[src/rtl/acc_calc_pkg.sv]
package acc_calc_pkg;

    localparam int OPC_W = 4;

    typedef enum logic [2:0] {
        ALU_ADD = 3'd0,
        ALU_SUB = 3'd1,
        ALU_INC = 3'd2,
        ALU_DEC = 3'd3,
        ALU_NOT = 3'd4,
        ALU_AND = 3'd5,
        ALU_OR  = 3'd6,
        ALU_NOP = 3'd7
    } alu_op_e;

    typedef struct packed {
        alu_op_e op;
        logic    use_acc;
        logic    wr_en;
    } ctrl_t;

    typedef struct packed {
        logic carry;
        logic borrow;
    } flags_t;

    function automatic logic op_is_logic(alu_op_e op);
        return (op == ALU_NOT) || (op == ALU_AND) || (op == ALU_OR);
    endfunction

    function automatic logic op_is_sub(alu_op_e op);
        return (op == ALU_SUB) || (op == ALU_DEC);
    endfunction

endpackage

[src/rtl/acc_calc_decode.sv]
module acc_calc_decode
    import acc_calc_pkg::*;
(
    input  logic [OPC_W-1:0] opcode,
    input  logic             go,
    output ctrl_t            ctrl
);
    always_comb begin
        ctrl.op      = alu_op_e'(opcode[OPC_W-2:0]);
        ctrl.use_acc = opcode[OPC_W-1];
        ctrl.wr_en   = go && (alu_op_e'(opcode[OPC_W-2:0]) != ALU_NOP);
    end
endmodule

[src/rtl/acc_calc_opmux.sv]
module acc_calc_opmux #(
    parameter int DATA_W = 6
) (
    input  logic              use_acc,
    input  logic [DATA_W-1:0] acc,
    input  logic [DATA_W-1:0] fld_a,
    input  logic [DATA_W-1:0] fld_b,
    output logic [DATA_W-1:0] opa,
    output logic [DATA_W-1:0] opb
);
    always_comb begin
        opa = use_acc ? acc   : fld_a;
        opb = use_acc ? fld_a : fld_b;
    end
endmodule

[src/rtl/acc_calc_alu.sv]
module acc_calc_alu
    import acc_calc_pkg::*;
#(
    parameter int DATA_W = 6
) (
    input  alu_op_e           op,
    input  logic [DATA_W-1:0] opa,
    input  logic [DATA_W-1:0] opb,
    output logic [DATA_W-1:0] res,
    output flags_t            flags
);
    localparam int EXT_W = DATA_W + 1;

    logic [DATA_W-1:0] rhs;
    logic [EXT_W-1:0]  sum_ext;
    logic [EXT_W-1:0]  diff_ext;

    // increment and decrement reuse the adder with a constant one
    always_comb begin
        rhs      = ((op == ALU_INC) || (op == ALU_DEC)) ? DATA_W'(1) : opb;
        sum_ext  = {1'b0, opa} + {1'b0, rhs};
        diff_ext = {1'b0, opa} - {1'b0, rhs};
    end

    always_comb begin
        res          = '0;
        flags.carry  = 1'b0;
        flags.borrow = 1'b0;
        unique case (op)
            ALU_ADD, ALU_INC: begin
                res         = sum_ext[DATA_W-1:0];
                flags.carry = sum_ext[DATA_W];
            end
            ALU_SUB, ALU_DEC: begin
                res          = diff_ext[DATA_W-1:0];
                flags.borrow = diff_ext[DATA_W];
            end
            ALU_NOT: res = ~opa;
            ALU_AND: res = opa & opb;
            ALU_OR:  res = opa | opb;
            ALU_NOP: res = '0;
        endcase
    end
endmodule

[src/rtl/acc_calc.sv]
module acc_calc
    import acc_calc_pkg::*;
#(
    parameter int DATA_W = 6
) (
    input  logic                          clk,
    input  logic                          rst,
    input  logic [OPC_W+2*DATA_W-1:0]     instr,
    input  logic                          go,
    output logic [DATA_W-1:0]             result,
    output logic                          carry,
    output logic                          borrow
);
    localparam int INSTR_W = OPC_W + 2 * DATA_W;
    localparam int A_LSB   = DATA_W;

    logic [OPC_W-1:0]  opcode;
    logic [DATA_W-1:0] fld_a;
    logic [DATA_W-1:0] fld_b;
    ctrl_t             ctrl;
    logic [DATA_W-1:0] opa;
    logic [DATA_W-1:0] opb;
    logic [DATA_W-1:0] alu_res;
    flags_t            alu_flags;
    flags_t            flags_q;

    always_comb begin
        opcode = instr[INSTR_W-1 -: OPC_W];
        fld_a  = instr[A_LSB +: DATA_W];
        fld_b  = instr[DATA_W-1:0];
    end

    acc_calc_decode u_decode (
        .opcode (opcode),
        .go     (go),
        .ctrl   (ctrl)
    );

    acc_calc_opmux #(.DATA_W(DATA_W)) u_opmux (
        .use_acc (ctrl.use_acc),
        .acc     (result),
        .fld_a   (fld_a),
        .fld_b   (fld_b),
        .opa     (opa),
        .opb     (opb)
    );

    acc_calc_alu #(.DATA_W(DATA_W)) u_alu (
        .op    (ctrl.op),
        .opa   (opa),
        .opb   (opb),
        .res   (alu_res),
        .flags (alu_flags)
    );

    always_ff @(posedge clk) begin
        if (rst) begin
            result  <= '0;
            flags_q <= '0;
        end else if (ctrl.wr_en) begin
            result  <= alu_res;
            flags_q <= alu_flags;
        end
    end

    assign carry  = flags_q.carry;
    assign borrow = flags_q.borrow;
endmodule

[config.mk]
export PLATFORM = sky130hd
export DESIGN_NAME = acc_calc
export DESIGN_NICKNAME = d
export VERILOG_FILES = /design/src/rtl/acc_calc_pkg.sv /design/src/rtl/acc_calc_decode.sv /design/src/rtl/acc_calc_opmux.sv /design/src/rtl/acc_calc_alu.sv /design/src/rtl/acc_calc.sv
export SDC_FILE = /design/constraint.sdc
export NUM_CORES = 1
export LEC_CHECK = 0
export ABC_AREA = 1
export BUFFER_PORTS_ARGS = -buffer_cell sky130_fd_sc_hd__buf_4
export CORE_MARGIN = 3
export CORE_UTILIZATION = 30
export CTS_BUF_LIST = sky130_fd_sc_hd__clkbuf_8
export DETAILED_ROUTE_END_ITERATION = 6
export SLEW_MARGIN = 0
export SYNTH_ARGS = -nofsm -noshare
export SYNTH_HDL_FRONTEND = slang
export SYNTH_HIERARCHICAL = 1
export SYNTH_SLANG_ARGS = --single-unit
[constraint.sdc]
create_clock -name clk -period 4 [get_ports clk]
set_input_delay 0.8 -clock clk [delete_from_list [all_inputs] [get_ports clk]]
set_output_delay 0.8 -clock clk [all_outputs]
set_load 0.1 [all_outputs]
==> flow_metrics.tcl <==
set metrics [dict create \
    r2r_setup_slack_ns 1.89 \
    numClockSinks 8 \
    worst_r2r_endpoint "borrow" \
    synthCells 244 \
    grt_max_degree 17 \
    seqCellArea_um2 160.2 \
    slew_violations 0 \
    hold_viol_final 0 \
    reg2regPathDepth 15 \
    clk_pin_slew_worst_paths_ns 0.04 \
    numCtsBuffers 3 \
    r2r-start "result[0]" \
    dr.pass1.iters 4 \
    finalWeightedCongestion 0.8692 \
    synth-seq-area-share_pct 11.75 \
    worst_clock_skew_ns 0.003161 \
    tightestPinTransition_ns 0.4589 \
    track_usage_pct 13.40 \
    synth_area_per_cell_um2 5.584 \
    die_area_um2 5387 \
    cp_max_fo 13 \
    drv_cap 0 \
    grt_remaining_overflow 0 \
    netlist_area_um2 1363 \
    hold_buffers 0 \
    crit_path_end_kind "flop" \
    cts_resized 0 \
    yosys-top-cells-area "nand2_1 21%, ha_1 12%, dfxtp_1 12%, inv_1 11%, nand3_1 7.7%" \
    fillCellCount 481 \
    synth_edf_count 0 \
    yosys_register_bits 8 \
    grt_pass1_wl_mm 5.768 \
    fin_nets 301 \
    chipHeight_um 73.40 \
    ys_async_sr_fraction_pct 0 \
    cts.htree.levels 1 \
    die_w_um 73.40 \
    hold_path_depth 2 \
    yosysMostFrequentCell "nand2_1" \
    synth_top_area_share_pct 21.21 \
    crit_type "in2reg" \
    clk-insertion-delay-late_ns 0.23 \
    ios 27 \
    viasPerCell 4.695 \
    crit_required_ns 4.12 \
    period_needed_ns 2.776 \
    clock-root-buffer "clkbuf_8" \
    initial_core_util_pct 32.43 \
    layoutNonFillerInstCount 315 \
    rsz0062_at_grt "no" \
    fp.coreArea_um2 4202 \
    status "completed" \
    dpl.cell_count 312 \
    diodes 0 \
    p_leak_nw 0.9112 \
    yosysTopAreaCell "nand2_1" \
    whs_endpoint "carry" \
    hp-class "reg2reg" \
    cts_tree "built" \
    ys_types 26 \
    cts_buffer_depth 2 \
    ant_nets 0 \
    syn_nets 278 \
    synth-main-ff-cell "dfxtp_1" \
    antenna_found_initial 0 \
    power.density_nw_per_um2 280.1 \
    syn2layout_area_growth_pct 16.44 \
    num_rows 23 \
    cts_setup_buffers 0 \
    multiInputGateArea_um2 958.4 \
    via_count 1479 \
    drive_above_1_share_pct 15.47 \
    hp-start "carry" \
    ir_drop_mv 0.1339 \
    period_share_pct 69.41 \
    hpwl_mm 2.870 \
    numPortBuffers 26 \
    drtIter0Drc 69 \
    startpoint_type "primary input" \
    fmax_mhz 360.2 \
    setup_viol 0 \
    grt_pass1_vias 1324 \
    drcViolationCount 0 \
    cp_data_arrival_time_ns 2.90 \
    yosys_warnings 6 \
    wirelength_mm 3.318 \
    synth_common_cells "77 x nand2_1, 41 x inv_1, 28 x nor2_1" \
    avgRoutedWirePerCell_um 10.53 \
    final.setup.tns_ns 0 \
    relSlewSlack_pct 69.37 \
]
critical path, stage by stage:
cell     delay (ns)
buf_4          0.16
inv_2          0.12
nand2_1        0.08
nand2_1        0.07
or2_2          0.33
ha_1           0.22
fa_1           0.40
inv_1          0.09
nand3_1        0.08
nand2_1        0.10
nand2_1        0.07
a21oi_1        0.12
nor3_1         0.07
inv_1          0.05
nand2_1        0.04
nand2_1        0.07
nor2_1         0.04
report_power, final:
group	internal (mW)	total [mW]	switching [mW]
Clock	0.0652	0.0973	0.0321
Combinational	0.0852	0.255	0.169
Sequential	0.0874	0.0924	0.00499
Total	0.238	0.444	0.207
worst max path at each step:
stage	from	slack, ns	cells past startpoint	end
after floorplan	instr[15]	1.22	14	result[1]
final	instr[15]	1.22	17	borrow
after detailed placement	instr[15]	1.00	17	borrow
after global placement	instr[15]	1.01	17	borrow
after global routing	instr[15]	1.00	17	borrow
after CTS	instr[15]	1.23	17	borrow
routing by layer:
| layer | up-vias | share of wire [%] | track usage (%) |
|---|---|---|---|
| li1 | 795 | - | - |
| met1 | 647 | 50 | 18.46 |
| met2 | 35 | 44 | 22.05 |
| met3 | 2 | 5.4 | 3.146 |
| met4 | 0 | 0.42 | 1.207 |
| met5 | - | 0 | 0 |
registers in the layout, indices dropped and copies added, names as in the netlist:
name    cells
borrow      1
carry       1
result      6
cell usage in the layout, fill, tap and decap left out:
cell type / count
xnor2_1: 1
or2_0: 1
o2111ai_1: 1
a21oi_1: 9
ha_1: 13
xor2_1: 1
inv_1: 41
inv_2: 2
nand4_1: 4
nor2_4: 1
clkbuf_8: 3
nor2_2: 1
nand2_2: 2
o22ai_1: 1
nand2_1: 77
nor2_1: 28
nand3_1: 21
nand3b_1: 1
or2_1: 1
dfxtp_1: 8
nor3_1: 6
or2_2: 5
o21ai_0: 6
fa_1: 2
buf_4: 27
a31oi_1: 2
cells by family after synthesis:
kind of cell / after synthesis / share of synthesized area (%)
flops: 8 / 11.75
buf+inv: 52 / 17.91
compound gates: 19 / 7.530
fa+ha+maj: 15 / 14.88
simple gates: 148 / 46.65
xor+xnor: 2 / 1.286
stage by stage:
step / setup WS (ns) / hold slack (ns) / power [mW] / utilization [%] / cell area [µm²]
floorplan: 1.219 / 0.9094 / 0.2991 / - / 1363
global placement: 1.014 / 0.4643 / 0.3496 / 36.78 / 1545
detailed placement: 1.000 / 0.4702 / 0.3487 / 36.78 / 1545
CTS: 1.229 / 0.4766 / 0.4488 / 37.76 / 1587
global route: 1.003 / 0.4939 / 0.4863 / 37.76 / 1587
finish: 1.224 / 0.4717 / 0.4443 / 37.76 / 1587
area by class of cell:
class	count	area share [%]
timing repair buffer	27	12.78
inverter	43	10.17
tap	50	3.943
clock buffer	3	2.603
sequential	8	10.09
multi-input combinational	184	60.41
Power figures use the tool's default switching activity.
